File: src/rtl/clkPhasePkg.sv
package clkPhasePkg;
  localparam int SEL_W = 2;
  localparam logic [SEL_W-1:0] SEL_NTSC = 2'b10;

  typedef struct packed {
    logic hold;   // freeze divider and start latch
    logic stall;  // skip one divider toggle
    logic fire;   // request a line-start strobe
  } ctrlStrobes_t;
endpackage

File: src/rtl/phaseCtrl.sv
module phaseCtrl
  import clkPhasePkg::*;
#(
  parameter logic [SEL_W-1:0] NTSC_CODE = SEL_NTSC
) (
  input  logic             clk,
  input  logic             rstN,
  input  logic             hSync,
  input  logic             vSync,
  input  logic [SEL_W-1:0] stdSel,
  input  logic             stop,
  output ctrlStrobes_t     strobes,
  output logic             isNtsc
);
  logic lineOdd;
  logic armed;
  logic hAccept;

  // horizontal sync counts only when running and not shadowed by vSync
  assign hAccept = hSync & ~vSync & ~stop;

  always_ff @(posedge clk) begin
    if (!rstN) begin
      isNtsc <= 1'b0;
    end else begin
      isNtsc <= (stdSel == NTSC_CODE);
    end
  end

  always_ff @(posedge clk) begin
    if (!rstN || stop) begin
      lineOdd <= 1'b0;
      armed   <= 1'b0;
    end else if (vSync) begin
      lineOdd <= 1'b0;
      armed   <= 1'b1;
    end else if (hSync) begin
      lineOdd <= ~lineOdd;
      armed   <= 1'b0;
    end
  end

  always_comb begin
    strobes.hold  = stop;
    strobes.stall = hAccept & (isNtsc | lineOdd);
    strobes.fire  = hAccept & armed;
  end

  // nothing is armed while frozen
  assert_stop_disarm_R8: assert property (@(posedge clk) disable iff (!rstN)
    stop |=> !armed && !lineOdd);
  // indicator follows the select code one cycle later
  assert_std_decode_R2: assert property (@(posedge clk) disable iff (!rstN)
    1'b1 |=> isNtsc == ($past(stdSel) == NTSC_CODE));
endmodule

File: src/rtl/phaseDatapath.sv
module phaseDatapath
  import clkPhasePkg::*;
(
  input  logic         clk,
  input  logic         rstN,
  input  ctrlStrobes_t strobes,
  output logic         sysClkEn,
  output logic         lineStart
);
  logic divPh;
  logic startReq;

  always_ff @(posedge clk) begin
    if (!rstN || strobes.hold) begin
      divPh <= 1'b0;
    end else if (!strobes.stall) begin
      divPh <= ~divPh;
    end
  end

  always_ff @(posedge clk) begin
    if (!rstN || strobes.hold) begin
      startReq <= 1'b0;
    end else if (strobes.fire) begin
      startReq <= 1'b1;
    end else if (divPh) begin
      startReq <= 1'b0;
    end
  end

  assign sysClkEn  = divPh;
  assign lineStart = startReq & divPh;

  // line-start strobe is one master cycle wide
  assert_start_single_R7: assert property (@(posedge clk) disable iff (!rstN)
    lineStart |=> !lineStart);
  // a stall request leaves the enable unchanged
  assert_stall_holds_R4: assert property (@(posedge clk) disable iff (!rstN)
    (strobes.stall && !strobes.hold) |=> $stable(sysClkEn));
endmodule

File: src/rtl/clkPhaseCorrector.sv
module clkPhaseCorrector
  import clkPhasePkg::*;
#(
  parameter logic [SEL_W-1:0] NTSC_CODE = SEL_NTSC
) (
  input  logic             clk,
  input  logic             rstN,
  input  logic             hSync,
  input  logic             vSync,
  input  logic [SEL_W-1:0] stdSel,
  input  logic             stop,
  output logic             sysClkEn,
  output logic             lineStart,
  output logic             isNtsc
);
  ctrlStrobes_t strobes;

  phaseCtrl #(.NTSC_CODE(NTSC_CODE)) uCtrl (
    .clk(clk), .rstN(rstN), .hSync(hSync), .vSync(vSync),
    .stdSel(stdSel), .stop(stop), .strobes(strobes), .isNtsc(isNtsc)
  );

  phaseDatapath uData (
    .clk(clk), .rstN(rstN), .strobes(strobes),
    .sysClkEn(sysClkEn), .lineStart(lineStart)
  );

  // free-running half-rate toggle without sync or stop
  assert_free_toggle_R3: assert property (@(posedge clk) disable iff (!rstN)
    (!stop && !hSync) |=> sysClkEn != $past(sysClkEn));
  // frozen outputs while stop is high
  assert_stop_quiet_R8: assert property (@(posedge clk) disable iff (!rstN)
    stop |=> !sysClkEn && !lineStart);
  // coincident vSync hides hSync from the divider
  assert_vsync_wins_R10: assert property (@(posedge clk) disable iff (!rstN)
    (!stop && vSync) |=> sysClkEn != $past(sysClkEn));
endmodule

File: config.mk
export PLATFORM = sky130hd
export DESIGN_NAME = clkPhaseCorrector
export DESIGN_NICKNAME = d
export VERILOG_FILES = /design/src/rtl/clkPhasePkg.sv /design/src/rtl/phaseCtrl.sv /design/src/rtl/phaseDatapath.sv /design/src/rtl/clkPhaseCorrector.sv
export SDC_FILE = /design/constraint.sdc
export NUM_CORES = 1
export LEC_CHECK = 0
export BUFFER_PORTS_ARGS = -buffer_cell sky130_fd_sc_hd__buf_2
export CAP_MARGIN = 20
export CORE_AREA = 2 2 39 41
export CTS_BUF_LIST = sky130_fd_sc_hd__clkbuf_2
export CTS_CLUSTER_SIZE = 8
export DETAILED_ROUTE_END_ITERATION = 16
export DIE_AREA = 0 0 41 43
export PLACE_DENSITY = 0.43
export SYNTH_ARGS = -nofsm -noshare
export SYNTH_HDL_FRONTEND = slang
export SYNTH_HIERARCHICAL = 1
export SYNTH_SLANG_ARGS = --single-unit
File: constraint.sdc
create_clock -name clk -period 2.4 [get_ports clk]
set_input_delay 0 -clock clk [delete_from_list [all_inputs] [get_ports clk]]
set_output_delay 0 -clock clk [all_outputs]
set_load 0.05 [all_outputs]
==> impl_metrics.toml <==
[grt]
antenna_found_initial = 0
grt_pass1_vias = 185
grt_pass1_wl_um = 710
gr-total-overflow = 0
grt_max_degree = 5
grtUsageTotal_pct = 6.53

[outcome]
status = "complete, no violations"

[die]
num_io_pins = 10
initial_core_util_pct = 15.7
die_area_um2 = 1760
fp-row-count = 14
core_area_um2 = 1380
die_h_um = 43
die_width_um = 41

[logic_synthesis]
async_reset_ff_share_pct = 0
ys_seq_elements = 5
synth_cell_types = 14
synth_common_cells = "dfxtp_1, nor2_1, inv_1, o211a_1, xor2_1"
syn_inst = 23
seq_area_frac_synth_pct = 46.0
avgSynthCellArea_um2 = 9.47
synth_warnings = 6
synth_area_um2 = 218
synth-main-ff-cell = "dfxtp_1"
yosysMostFrequentCell = "dfxtp_1"
synthTopCellsByArea = "dfxtp_1, o211a_1, xor2_1"
synth_edf_count = 0
yosysTopAreaCell = "dfxtp_1"
syn-num-nets = 30
synthDominantCellAreaShare_pct = 46.0

[final_layout]
postLayoutCellArea_um2 = 315
areaGrowthSynthToFinish_pct = 44.8
fin_util_pct = 22.8
fin_cells = 53
nNetsFinal = 45
final-seq-area_um2 = 100
n_fill_cell = 157
layout-drive-gt1-share_pct = 43.2
multi_input_area_um2 = 103
diodes = 0

[power]
p_leak_nw = 0.184
swShare_pct = 26.4
internal_power_uw = 141
vdd_ir_drop_max_v = 0.000226
switchingPower_uw = 50.4
clkPwrFrac_pct = 41.4
total_power_uw = 191
seqPwrFrac_pct = 46.1
p_comb_share_pct = 12.4
power_density_nw_per_um2 = 605

[worst_setup_path]
path_class = "in2reg"
slowest_stage = "dlygate4sd3_1"
path_cells = "dlygate4sd3_1 -> buf_2 -> nor2_1 -> dlygate4sd3_1"
crit_path_start_kind = "input pin"
worstPathArrival_ns = 1.28
crit_family = "buffers and inverters"
crit_top_cell = "dlygate4sd3_1"
path_max_fanout = 1
crit_buf_inv = 3
required_ns = 2.56
r2r_slack_ns = 1.56
max_stage_delay_ns = 0.54
end_kind = "flip-flop"

[drt]
wl_met3_um = 50
vias = 197
ant_nets = 0
top_layer = "met3"
post-route-drc-count = 0
wl_met1_um = 213
dr.pass1.iters = 2
drt_iter0_markers = 2
wirelength_um = 458
viasPerCell = 3.72
wl_per_cell_um = 8.64
dr_wl_met2_um = 193

[placed_design]
placed_cell_area_um2 = 275
port_buffers = 9
place_hpwl_um = 323
globalplace.congestion = 0.622
pre_cts_ws_ns = 1.57
place_inst = 47

[sta]
rsz0062_at_grt = "false"
timing.final.crit_share_pct = 46.4
fin_tns_setup_ns = 0
fin_skew_ns = 0.00273
fmax_mhz = 898
timing.hold.ws_ns = 0.0340
slew_headroom_pct = 83.5
hold_violations = 0
worst_slack_ns = 1.29
slew_violations = 0
setup_viol = 0
period_minus_slack_ns = 1.11
tightest_slew_ns = 0.249

[cts]
cts-buffers-inserted = 3
clk_latency_ns = 0.22
clk_pin_slew_ns = 0.06
htree_levels = 1
cts-resized-gates = 0
tritoncts = "done"
root_buffer = "clkbuf_2"
clock_path_buffers = 2
clock_sinks = 5

[job]
maxCapViolations = 0

[worst_hold_path]
hp-class = "in2reg"
==> path summary, 6_finish.rpt <==
check                                     from             end  cells after the start
worst max register to register   uCtrl/lineOdd  uData/sysClkEn                      3
worst max-delay path                 stdSel[0]    uCtrl/isNtsc                      4
worst min register to register  uData/startReq  uData/startReq                      2
worst min-delay path                     vSync     uCtrl/armed                      2
==> repair_timing <==
item	4_1_cts	5_1_grt
hold buffers	2	0
buffers inserted	0	0
endpoints found under the hold margin	1	0
==> logic make-up after synthesis <==
family	Yosys count	share of synthesized area, %
AND/OR/NAND/NOR	10	25.9
buffers and inverters	3	6.90
flip-flops	5	46.0
AO/OA/AOI/OAI	3	13.2
XOR/XNOR	2	8.05
==> power groups by stage <==
stage               sequential, mW  clock (mW)  combinational, mW
floorplan                   0.0955           0            0.00738
global placement            0.0897           0             0.0215
global route                0.0884      0.0882             0.0260
finish                      0.0881      0.0791             0.0237
CTS                         0.0881      0.0860             0.0238
detailed placement          0.0900           0             0.0216
==> cells in the final DEF (no fill, tap or decap) <==
cell	synthesis	layout
buf_2	0	9
dfxtp_1	5	5
clkbuf_2	0	4
nor2_1	3	3
dlygate4sd3_1	0	2
o211a_1	2	2
xor2_1	2	2
inv_1	2	2
and3_2	1	1
and3_1	1	1
nor2b_1	1	1
nand2_1	1	1
and2_2	1	1
or2b_1	1	1
nand2b_1	1	1
a21oi_2	1	1
==> per-layer routing <==
metal / GRT usage [%] / vias up
met1: 7.07 / 85
li1: - / 100
met2: 8.75 / 12
met4: 2.00 / 0
met3: 6.28 / 0
met5: 0 / -
==> registers in the layout (all words and copies together) (netlist names) <==
register	count
uCtrl/armed	1
uCtrl/isNtsc	1
uCtrl/lineOdd	1
uData/startReq	1
uData/sysClkEn	1
==> layout make-up <==
cell class	count	share of cell area, %
tap	16	6.35
clock buffer	4	6.35
sequential	5	31.7
inverter	2	2.38
multi-input combinational	15	32.5
timing repair buffer	11	20.6
Note: power is estimated with default switching activity, not from simulation.
